File: config.mk
export PLATFORM = sky130hd
export DESIGN_NAME = pwr2ClkDiv
export DESIGN_NICKNAME = d
export VERILOG_FILES = /design/src/rtl/pwr2ClkDivPkg.sv /design/src/rtl/pwr2DivCtrl.sv /design/src/rtl/pwr2DivPath.sv /design/src/rtl/pwr2ClkDiv.sv
export SDC_FILE = /design/constraint.sdc
export NUM_CORES = 1
export LEC_CHECK = 0
export BUFFER_PORTS_ARGS = -buffer_cell sky130_fd_sc_hd__buf_2
export CAP_MARGIN = 20
export CORE_AREA = 2 2 39 41
export CTS_BUF_LIST = sky130_fd_sc_hd__clkbuf_2
export CTS_CLUSTER_DIAMETER = 80
export CTS_CLUSTER_SIZE = 24
export DETAILED_ROUTE_END_ITERATION = 8
export DIE_AREA = 0 0 41 43
export MAX_ROUTING_LAYER = met4
export PLACE_DENSITY = 0.68
export SLEW_MARGIN = 5
export SYNTH_ARGS = -nofsm -noshare
export SYNTH_HDL_FRONTEND = slang
export SYNTH_SLANG_ARGS = --single-unit
File: constraint.sdc
create_clock -name clk -period 1.3 [get_ports clk]
set_input_delay 0.26 -clock clk [delete_from_list [all_inputs] [get_ports clk]]
set_output_delay 0.26 -clock clk [all_outputs]
set_load 0.02 [all_outputs]
File: src/rtl/pwr2ClkDivPkg.sv
package pwr2ClkDivPkg;

  // Strobes the control side hands to the datapath each master cycle.
  typedef struct packed {
    logic selLoad;   // adopt the requested code at this edge
    logic dbgGate;   // debug enable permitted this cycle
  } divStrobes_t;

  localparam int unsigned DEF_SEL_W = 3;

endpackage

File: src/rtl/pwr2DivCtrl.sv
module pwr2DivCtrl
  import pwr2ClkDivPkg::*;
(
  input  logic        clk,
  input  logic        rstN,
  input  logic        atWrap,
  input  logic        dbgOff,
  input  logic        brownout,
  output divStrobes_t strb
);

  always_comb begin
    strb.selLoad = atWrap && !brownout;
    strb.dbgGate = !dbgOff;
  end

  // no reload may be requested while in brownout
  p_no_load_brownout_r7: assert property (@(posedge clk) disable iff (!rstN)
    brownout |-> !strb.selLoad);

  // a reload request only ever accompanies the counter wrap
  p_load_at_wrap_r6: assert property (@(posedge clk) disable iff (!rstN)
    strb.selLoad |-> atWrap);

endmodule

File: src/rtl/pwr2DivPath.sv
module pwr2DivPath
  import pwr2ClkDivPkg::*;
#(
  parameter int unsigned SEL_W = DEF_SEL_W
) (
  input  logic             clk,
  input  logic             rstN,
  input  logic [SEL_W-1:0] divCode,
  input  divStrobes_t      strb,
  output logic             atWrap,
  output logic             cpuEn,
  output logic             dbgEn
);

  localparam int unsigned CNT_W = (1 << SEL_W) - 1;

  logic [CNT_W-1:0] phaseCnt;
  logic [SEL_W-1:0] activeSel;
  logic [CNT_W-1:0] cpuMask;
  logic [CNT_W-1:0] dbgMask;

  always_ff @(posedge clk or negedge rstN) begin
    if (!rstN) begin
      phaseCnt  <= '0;
      activeSel <= '0;
    end else begin
      phaseCnt <= phaseCnt + CNT_W'(1);
      if (strb.selLoad) activeSel <= divCode;
    end
  end

  always_comb begin
    atWrap  = &phaseCnt;
    cpuMask = CNT_W'((32'd1 << activeSel) - 32'd1);
    dbgMask = cpuMask >> 1;
    cpuEn   = ~|(phaseCnt & cpuMask);
    dbgEn   = strb.dbgGate & ~|(phaseCnt & dbgMask);
  end

  // every ratio pulses on the cycle after the wrap, so periods stay whole
  p_wrap_aligns_cpu_r6: assert property (@(posedge clk) disable iff (!rstN)
    atWrap |=> cpuEn);

  // without a load strobe the adopted code stays put
  p_sel_held_r7: assert property (@(posedge clk) disable iff (!rstN)
    !strb.selLoad |=> $stable(activeSel));

  // at code 0 the processor enable is continuous
  p_full_rate_r1: assert property (@(posedge clk) disable iff (!rstN)
    (activeSel == '0) |-> cpuEn);

endmodule

File: src/rtl/pwr2ClkDiv.sv
module pwr2ClkDiv
  import pwr2ClkDivPkg::*;
#(
  parameter int unsigned SEL_W = DEF_SEL_W
) (
  input  logic             clk,
  input  logic             rstN,
  input  logic [SEL_W-1:0] divCode,
  input  logic             dbgOff,
  input  logic             brownout,
  output logic             cpuEn,
  output logic             dbgEn
);

  divStrobes_t strb;
  logic        atWrap;

  pwr2DivCtrl uCtrl (
    .clk      (clk),
    .rstN     (rstN),
    .atWrap   (atWrap),
    .dbgOff   (dbgOff),
    .brownout (brownout),
    .strb     (strb)
  );

  pwr2DivPath #(.SEL_W(SEL_W)) uPath (
    .clk     (clk),
    .rstN    (rstN),
    .divCode (divCode),
    .strb    (strb),
    .atWrap  (atWrap),
    .cpuEn   (cpuEn),
    .dbgEn   (dbgEn)
  );

  // the disable wins in the same cycle
  p_dbg_off_r5: assert property (@(posedge clk) disable iff (!rstN)
    dbgOff |-> !dbgEn);

  // the 2x enable includes every processor pulse
  p_dbg_covers_cpu_r4: assert property (@(posedge clk) disable iff (!rstN)
    (cpuEn && !dbgOff) |-> dbgEn);

endmodule

==> results of run 1 <==
-- per-layer routing --
| layer | track usage (%) | up-vias |
|---|---|---|
| li1 | - | 213 |
| met1 | 17.2 | 203 |
| met2 | 24.7 | 12 |
| met3 | 3.14 | 2 |
| met4 | 10.0 | 0 |
| met5 | - | - |
-- kinds of logic (layout without fill, tap and decap cells) --
family / after synthesis / count (layout) / share of synthesized area, %
and+or+nand+nor: 9 / 9 / 10.9
buffers and inverters: 1 / 30 / 0.763
AOI/OAI and AO/OA: 12 / 12 / 16.8
DFF: 10 / 10 / 50.9
muxes: 3 / 3 / 9.16
adders and majority gates: 1 / 1 / 2.54
xor gates and xnor gates: 5 / 5 / 8.91
-- flip-flops by register name (all words and copies together) (netlist names) --
name / count
uPath.activeSel: 3
uPath.phaseCnt: 7
-- worst paths after layout --
kind                                            to  slack [ps]  cells after the start
worst max-delay path                         cpuEn        -470                      5
worst min-delay path            uPath.activeSel[0]         250                      2
worst max register to register  uPath.activeSel[1]         -20                      3
worst min register to register   uPath.phaseCnt[1]         580                      1
max in group asynchronous        uPath.phaseCnt[0]         690                      2
min in group asynchronous        uPath.phaseCnt[1]         390                      2
-- worst max-delay path, delay by kind of cell, from the launching register on --
kind                   cells  cell delay, ps
flip-flops                 1             380
buffers and inverters      2             260
AO/OA/AOI/OAI              3             620
-- cell type report --
| type | instances | area (sq um) |
|---|---|---|
| clock buffer | 3 | 15.0 |
| timing repair buffer | 26 | 194 |
| tap | 16 | 20.0 |
| fill | 116 | 623 |
| inverter | 1 | 3.75 |
| multi-input combinational | 30 | 275 |
| sequential | 10 | 253 |
-- power by group through the flow --
stage / Combinational (mW) / Sequential (mW) / Clock [mW]
final: 0.0260 / 0.311 / 0.161
after detailed placement: 0.0212 / 0.317 / 0
after global placement: 0.0203 / 0.317 / 0
after CTS: 0.0259 / 0.311 / 0.165
after global routing: 0.0292 / 0.311 / 0.176
after floorplan: 0.00462 / 0.317 / 0
-- cell usage in the layout (no fill, tap or decap) --
master / instances
a211oi_1: 1
a211oi_2: 1
a21o_1: 1
a21oi_1: 1
a21oi_4: 1
a221o_1: 1
a31oi_1: 1
and3_4: 1
and4_4: 1
buf_2: 6
buf_4: 16
buf_6: 3
clkbuf_2: 3
dfrtp_1: 8
dfrtp_2: 2
dlygate4sd3_1: 1
ha_2: 1
inv_1: 1
mux2_4: 3
nand3_1: 4
nor2_1: 1
nor2b_4: 1
o211a_1: 1
o21a_1: 1
o21ai_0: 2
o22ai_2: 1
or2_1: 1
xnor2_1: 4
xor2_1: 1
-- metrics by stage --
stage	utilization [%]	TNS [ps]	power, mW	hold WS (ps)
6_report	55.0	-983	0.497	248
3_3_place_gp	48.5	-275	0.337	128
2_1_floorplan	-	-134	0.322	-35.6
5_1_grt	55.0	-1150	0.516	232
3_5_place_dp	48.5	-380	0.338	133
4_1_cts	53.0	-879	0.502	237
-- what timing repair did --
action	in CTS	in global routing
setup endpoints to repair	5	5
pin swaps	2	3
hold buffers	1	0
resized for setup	8	4
cloned	0	0
hold endpoints to repair	10	0
setup buffers	1	3
==> flow_summary.json, run 1 <==
{
  "status": "finished with violations",
  "violations": "negative setup slack",
  "drt_first_pass_iters": 4,
  "synth_edf_count": 0,
  "async_flop_share_pct": 100,
  "wirelength_mm": 1.16,
  "synth.distinct_cells": 21,
  "cts_buffers": 3,
  "max_stage_delay_ps": 380,
  "finalSetupViolCount": 5,
  "min_path_type": "primary input to flip-flop",
  "avgSynthCellArea_sq_um": 12.0,
  "route.detailed.drc": 0,
  "clkPwrFrac_pct": 32.3,
  "track_usage_pct": 15.8,
  "required_ps": 1040,
  "drtIter0Drc": 7,
  "htreeDepth": 1,
  "finalCriticalPeriod_ps": 1770,
  "p_comb_share_pct": 5.2,
  "synth_nets": 49,
  "switchingPower_mw": 0.111,
  "fin_skew_ps": 4.75,
  "seq_area_frac_synth_pct": 50.9,
  "drv_cap": 0,
  "via_per_inst": 5.00,
  "power_density_mw_per_mm2": 654,
  "layout.nets": 80,
  "ant_nets": 0,
  "grt_pass1_wl_mm": 1.75,
  "wl_met3_um": 46,
  "grt_overflow": 0,
  "synthToLayoutAreaGrowth_pct": 54.7,
  "yosysWarnings": 0,
  "grt_pass1_vias": 420,
  "route.met2.wl_um": 640,
  "vias": 430,
  "peakVddDrop_mv": 0.334,
  "cts_tree": "built",
  "slowest_stage": "dfrtp_1",
  "top_layer": "met4",
  "place_worst_setup_slack_ps": -218,
  "yosysTopAreaCellShare_pct": 50.9,
  "max-slew-margin-rel_pct": 83.0,
  "rr_startpoint": "uPath.phaseCnt[4]",
  "wl_per_cell_um": 13.4,
  "rsz0062_at_grt": "yes",
  "synth-seq-cells": 10,
  "worstHoldStart": "divCode[0]",
  "synth_most_common_cell": "dfrtp_1",
  "setup_ws_ps": -471,
  "cp-start-kind": "flip-flop",
  "rows": 14,
  "synth_top_area_cell": "dfrtp_1",
  "dpl-instance-area_sq_um": 671,
  "die_area_sq_mm": 0.00176,
  "gp_congestion": 0.780,
  "dp.cells": 79,
  "layoutNonFillerInstCount": 86,
  "grt_max_degree": 11,
  "syn-cell-area_sq_um": 492,
  "cp_max_fo": 3,
  "grt_antenna_before_repair": 0,
  "synthTopCellsByCount": "dfrtp_1, nand3_1, xnor2_1",
  "root_buffer": "clkbuf_2",
  "synth.area.top_cells": "dfrtp_1, mux2_4, xnor2_1",
  "finalHoldViolations": 0,
  "ys.flop_type": "dfrtp_1",
  "antenna_cells": 0,
  "die_width_um": 41,
  "drive_above_1_share_pct": 57.1,
  "p_leak_nw": 0.370,
  "io_buffers": 8,
  "cts.sinks": 10,
  "die_h_um": 43,
  "critical_path_class": "flip-flop to output port",
  "post-dp-hpwl_um": 810,
  "pwr-share-seq_pct": 62.5,
  "timing.fmax_mhz": 565,
  "crit_arrival_ps": 1510,
  "initial_utilization_pct": 35.5,
  "core-area_sq_mm": 0.00138,
  "fin_area_sq_um": 761,
  "worstSkewPairLatency_ps": 240,
  "tightest_slew_ps": 255,
  "intPower_mw": 0.387,
  "cp-end-kind": "output port",
  "cts.clk_slew.worst_paths_ps": 90,
  "met1_length_um": 450,
  "cts_max_path_buffers": 2,
  "min_period_over_period_pct": 136,
  "synthCells": 41,
  "cp-startpoint": "uPath.activeSel[0]",
  "crit_chain": "buf_4, a21o_1, a221o_1, a21oi_4, buf_6",
  "p_sw_share_pct": 22.2,
  "drv_slew": 0,
  "ioPinCount": 9
}
No activity file was read; power rests on OpenSTA's default activity.
==> run 2: changes to the inputs <==
--- a/config.mk
+++ b/config.mk
@@ -5,6 +5,7 @@
 export SDC_FILE = /design/constraint.sdc
 export NUM_CORES = 1
 export LEC_CHECK = 0
+export ABC_AREA = 1
 export BUFFER_PORTS_ARGS = -buffer_cell sky130_fd_sc_hd__buf_2
 export CAP_MARGIN = 20
 export CORE_AREA = 2 2 39 41
@@ -14,7 +15,7 @@
 export DETAILED_ROUTE_END_ITERATION = 8
 export DIE_AREA = 0 0 41 43
 export MAX_ROUTING_LAYER = met4
-export PLACE_DENSITY = 0.68
+export PLACE_DENSITY = 0.74
 export SLEW_MARGIN = 5
 export SYNTH_ARGS = -nofsm -noshare
 export SYNTH_HDL_FRONTEND = slang
==> flow_summary.json, run 2 <==
{
  "drv_slew": 0,
  "wirelength_mm": 1.11,
  "die_h_um": 43,
  "drtIter0Drc": 10,
  "gp_congestion": 0.826,
  "async_flop_share_pct": 100,
  "seq_area_frac_synth_pct": 44.1,
  "root_buffer": "clkbuf_2",
  "antenna_cells": 0,
  "initial_utilization_pct": 41.0,
  "grt_use_met2_pct": 18.4,
  "grt_overflow": 0,
  "worstSkewPairLatency_ps": 240,
  "wl_per_cell_um": 10.2,
  "synth_most_common_cell": "nand2_1",
  "power_density_mw_per_mm2": 684,
  "core-area_sq_mm": 0.00138,
  "rr_startpoint": "uPath.phaseCnt[1]",
  "cts.clk_slew.worst_paths_ps": 100,
  "min_period_over_period_pct": 119,
  "grt_max_degree": 11,
  "r2r-end": "uPath.activeSel[2]",
  "route.detailed.drc": 0,
  "rows": 14,
  "io_buffers": 8,
  "worstHoldStart": "divCode[1]",
  "busiest_layer": "met1",
  "p_leak_nw": 0.383,
  "synth_top_area_cell": "dfrtp_1",
  "layout.nets": 101,
  "layoutNonFillerInstCount": 108,
  "finalCriticalPeriod_ps": 1540,
  "min_path_type": "primary input to flip-flop",
  "reg_top3": "uPath.phaseCnt x7, uPath.activeSel x3",
  "synthCells": 75,
  "ys.flop_type": "dfrtp_1",
  "htreeDepth": 1,
  "largest_reg_flops": 7,
  "post-dp-hpwl_um": 761,
  "tightest_slew_ps": 242,
  "rsz0062_at_grt": "yes",
  "yosysTopAreaCellShare_pct": 44.1,
  "synth_edf_count": 0,
  "cp_max_fo": 7,
  "synth_nets": 83,
  "cts_tree": "built",
  "ant_nets": 0,
  "ioPinCount": 9,
  "required_ps": 1040,
  "post-route-util_pct": 53.7,
  "drive_above_1_share_pct": 37.0,
  "dp.cells": 101,
  "cts_max_path_buffers": 2,
  "vias": 509,
  "crit_arrival_ps": 1280,
  "cp-start-kind": "flip-flop",
  "r2r_slack_ps": 90,
  "holdPathEnd": "uPath.activeSel[1]",
  "cts_buffers": 3,
  "synthTopCellsByCount": "nand2_1, nand3_1, inv_1",
  "drt_first_pass_iters": 4,
  "setup_ws_ps": -243,
  "regMostFlops": "uPath.phaseCnt",
  "drv_cap": 0,
  "grt_use_met3_pct": 4.71,
  "via_per_inst": 4.71,
  "mostFrequentLayoutCells": "nand2_1, inv_1, nand3_1",
  "grt_pass1_vias": 388,
  "synth.distinct_cells": 14,
  "hold_path_depth": 3,
  "violations": "negative setup slack",
  "peakVddDrop_mv": 0.551,
  "synthToLayoutAreaGrowth_pct": 30.8,
  "track_usage_pct": 14.8,
  "fin_skew_ps": 5.57,
  "synth.area.top_cells": "dfrtp_1, nand2_1, nand3_1",
  "status": "finished with violations",
  "die_area_sq_mm": 0.00176,
  "synth-seq-cells": 10,
  "avgSynthCellArea_sq_um": 7.57,
  "met1_usage_pct": 20.9,
  "max-slew-margin-rel_pct": 83.9,
  "critical_path_class": "flip-flop to output port",
  "yosysWarnings": 0,
  "syn-cell-area_sq_um": 568,
  "layout_commonest_cell": "nand2_1",
  "timing.fmax_mhz": 648,
  "cp-end-kind": "output port",
  "reg2reg_depth": 6,
  "grt_antenna_before_repair": 0,
  "grt_pass1_wl_mm": 1.70,
  "cts.sinks": 10,
  "finalHoldViolations": 0,
  "die_width_um": 41,
  "finalSetupViolCount": 2
}
==> run 2: cell count changes after synthesis, sizes merged, moves of 3 or more <==
cell   previous run  this run
nand2             0        25
inv               1        11
nand3             4        14
nor2              1         6
nand4             0         3
mux2              3         0
==> run 2: metrics by stage <==
step | TNS [ps] | power (mW) | area [sq um] | worst slack [ps] | hold WS, ps
floorplan | 0 | 0.324 | 573 | 33.0 | -35.6
global placement | 0 | 0.339 | 651 | 32.1 | 131
detailed placement | -0.617 | 0.340 | 651 | -0.617 | 132
CTS | -451 | 0.516 | 712 | -231 | 235
global route | -624 | 0.536 | 743 | -325 | 233
finish | -466 | 0.508 | 743 | -243 | 246
==> run 2: what timing repair did <==
item | in CTS | in global routing
hold endpoints to repair | 10 | 0
resized for setup | 8 | 10
endpoints found under the setup margin | 2 | 5
pin swaps | 3 | 4
buffers inserted | 2 | 0
gates cloned | 0 | 0
hold buffers | 1 | 0
==> run 2: how the worst max path moves through the flow <==
stage                 end                from  depth (start not counted)  slack [ps]
finish              cpuEn  uPath.activeSel[2]                          6        -240
global placement    cpuEn  uPath.activeSel[2]                          6          30
global route        cpuEn  uPath.activeSel[2]                          6        -320
floorplan           cpuEn  uPath.activeSel[2]                          6          30
CTS                 cpuEn  uPath.activeSel[2]                          6        -230
detailed placement  cpuEn  uPath.activeSel[2]                          6        -0.6
==> run 2: metal layers <==
metal  up-vias  share of wire, %
met2         8                47
met3         2               3.3
li1        274                 -
met5         -                 0
met4         0              0.72
met1       225                49
==> run 2: critical path, cell delays in order (launching register included) <==
cell and delay (ps):
dfrtp_2 460, inv_2 100, nand2_4 70, o21ai_1 80
nand3_1 100, nor2_2 120, buf_6 120
==> run 2: power by group <==
group | switching [mW] | internal (mW) | leakage (nW)
Sequential | 0 | 0.311 | 0.120
Clock | 0.104 | 0.0669 | 0.0140
Combinational | 0.0139 | 0.0126 | 0.249
Total | 0.118 | 0.390 | 0.383
==> run 2: cells by family (layout without fill, tap and decap cells) <==
logic type	count (synthesis)	count (layout)	synth area share (%)
AO/OA/AOI/OAI	1	1	0.880
flip-flops	10	10	44.1
adder cells (fa/ha/maj)	1	1	2.20
buffers and inverters	12	29	8.15
AND/OR/NAND/NOR	48	48	40.1
XOR/XNOR	3	3	4.63
==> run 2: layout make-up <==
class / count / area, sq um
clock inverters: 1 / 3.75
flip-flops and latches: 10 / 255
fillers: 126 / 641
repair buffers: 14 / 104
clock buffers: 3 / 15.0
multi-input cells: 53 / 304
well taps: 16 / 20.0
inverters: 11 / 41.3
==> run 3: changes to the inputs <==
--- a/config.mk
+++ b/config.mk
@@ -9,13 +9,12 @@
 export BUFFER_PORTS_ARGS = -buffer_cell sky130_fd_sc_hd__buf_2
 export CAP_MARGIN = 20
 export CORE_AREA = 2 2 39 41
-export CTS_BUF_LIST = sky130_fd_sc_hd__clkbuf_2
 export CTS_CLUSTER_DIAMETER = 80
 export CTS_CLUSTER_SIZE = 24
 export DETAILED_ROUTE_END_ITERATION = 8
 export DIE_AREA = 0 0 41 43
 export MAX_ROUTING_LAYER = met4
-export PLACE_DENSITY = 0.74
+export PLACE_DENSITY = 0.65
 export SLEW_MARGIN = 5
 export SYNTH_ARGS = -nofsm -noshare
 export SYNTH_HDL_FRONTEND = slang
==> flow_summary.json, run 3 (same netlist as run 2, synthesis figures left out) <==
{
  "switchingPower_mw": 0.124,
  "place_worst_setup_slack_ps": 18.5,
  "p_leak_nw": 0.390,
  "ant_nets": 0,
  "critical_path_class": "flip-flop to output port",
  "grt_antenna_before_repair": 0,
  "drv_cap": 0,
  "pwr-share-seq_pct": 50.3,
  "worstHoldStart": "divCode[0]",
  "dp.cells": 101,
  "drv_slew": 0,
  "grt_pass1_wl_mm": 1.87,
  "peakVddDrop_mv": 0.379,
  "post-route-util_pct": 55.4,
  "wirelength_mm": 1.10,
  "cts_buffers": 3,
  "ioPinCount": 9,
  "worstSkewPairLatency_ps": 270,
  "max-slew-margin-rel_pct": 83.8,
  "grt_overflow": 0,
  "cp-end-kind": "output port",
  "regMostFlops": "uPath.phaseCnt",
  "fillers": 133,
  "route.detailed.drc": 0,
  "finalCriticalPeriod_ps": 1530,
  "wl_per_cell_um": 10.2,
  "rr_startpoint": "uPath.phaseCnt[1]",
  "core-area_sq_mm": 0.00138,
  "timing.fmax_mhz": 654,
  "layoutNonFillerInstCount": 108,
  "min_path_type": "primary input to flip-flop",
  "reg2reg_depth": 7,
  "tightest_slew_ps": 242,
  "r2r_slack_ps": 90,
  "largest_reg_flops": 7,
  "cts_tree": "built",
  "reg_top3": "uPath.phaseCnt x7, uPath.activeSel x3",
  "grt_pass1_vias": 432,
  "rows": 14,
  "required_ps": 1040,
  "hold_ws_ps": 216,
  "r2r-end": "uPath.activeSel[1]",
  "post-dp-hpwl_um": 823,
  "hold_path_depth": 3,
  "p_comb_share_pct": 4.3,
  "grt_max_degree": 11,
  "power_density_mw_per_mm2": 805,
  "regArea_sq_um": 255,
  "finalHoldViolations": 0,
  "cts.clk_slew.worst_paths_ps": 70,
  "synthToLayoutAreaGrowth_pct": 35.0,
  "clkPwrFrac_pct": 45.4,
  "die_width_um": 41,
  "holdPathEnd": "uPath.activeSel[0]",
  "die_area_sq_mm": 0.00176,
  "setup_ws_ps": -228,
  "p_sw_share_pct": 20.1,
  "violations": "negative setup slack",
  "rsz0062_at_grt": "yes",
  "crit_arrival_ps": 1270,
  "multi_input_area_sq_um": 310,
  "die_h_um": 43,
  "gp_congestion": 0.740,
  "layout.nets": 101,
  "cts.sinks": 10,
  "layout_commonest_cell": "nand2_1",
  "cp-start-kind": "flip-flop",
  "mostFrequentLayoutCells": "nand2_1, nand3_1, inv_1",
  "drt_first_pass_iters": 4,
  "finalSetupViolCount": 2,
  "drive_above_1_share_pct": 37.0,
  "min_period_over_period_pct": 118,
  "root_buffer": "clkbuf_4",
  "initial_utilization_pct": 41.0,
  "htreeDepth": 1,
  "via_per_inst": 4.85,
  "antenna_cells": 0,
  "intPower_mw": 0.494,
  "fin_skew_ps": 5.67,
  "vias": 524,
  "drtIter0Drc": 6,
  "cts_max_path_buffers": 2,
  "status": "finished with violations",
  "cp_max_fo": 7,
  "track_usage_pct": 17.2,
  "io_buffers": 8
}
## run 3: through the flow
step / area (sq um) / power (mW) / setup TNS [ps]
after floorplan: 573 / 0.324 / 0
after global placement: 651 / 0.339 / 0
after detailed placement: 651 / 0.340 / 0
after CTS: 712 / 0.628 / -466
after global routing: 767 / 0.654 / -677
final: 767 / 0.618 / -445
## run 3: critical path, cell delays in order (launching register included)
cell	delay (ps)
dfrtp_2	460
inv_2	70
nand2_1	60
nand3_1	100
nand3_2	70
nor2_2	120
buf_6	120
## run 3: timing repair
item,CTS,global route
resized for setup,7,11
pin swaps,3,4
buffers inserted,0,2
setup endpoints to repair,2,5
cloned,0,0
endpoints found under the hold margin,10,0
hold buffers,1,0
## run 3: worst max-delay path by stage
stage / start / endpoint / slack, ps
6_report: uPath.activeSel[2] / dbgEn / -230
5_1_grt: uPath.activeSel[2] / dbgEn / -330
4_1_cts: uPath.activeSel[2] / cpuEn / -240
3_5_place_dp: uPath.activeSel[2] / cpuEn / 20
3_3_place_gp: uPath.activeSel[2] / cpuEn / 50
2_1_floorplan: uPath.activeSel[2] / cpuEn / 30
## run 3: metal layers
metal | up-vias | part of all wire, % | GRT usage [%]
met2 | 18 | 45 | 21.9
met5 | - | 0 | -
li1 | 269 | - | -
met1 | 233 | 46 | 22.0
met3 | 4 | 6.6 | 6.28
met4 | 0 | 2.8 | 12.0
## run 3: power groups by stage
stage                     Clock [mW]  Sequential, mW  Combinational [mW]
after floorplan                    0           0.317             0.00675
after global placement             0           0.317              0.0225
after detailed placement           0           0.317              0.0229
after CTS                      0.291           0.311              0.0262
after global routing           0.312           0.311              0.0307
final                          0.281           0.311              0.0264
## run 3: cell type report
class                           count  share of cell area (%)
Clock buffer                        4                    4.73
Timing Repair Buffer               14                    13.5
Sequential cell                    10                    33.3
Inverter                           11                    5.38
Multi-Input combinational cell     53                    40.5
Tap cell                           16                    2.61
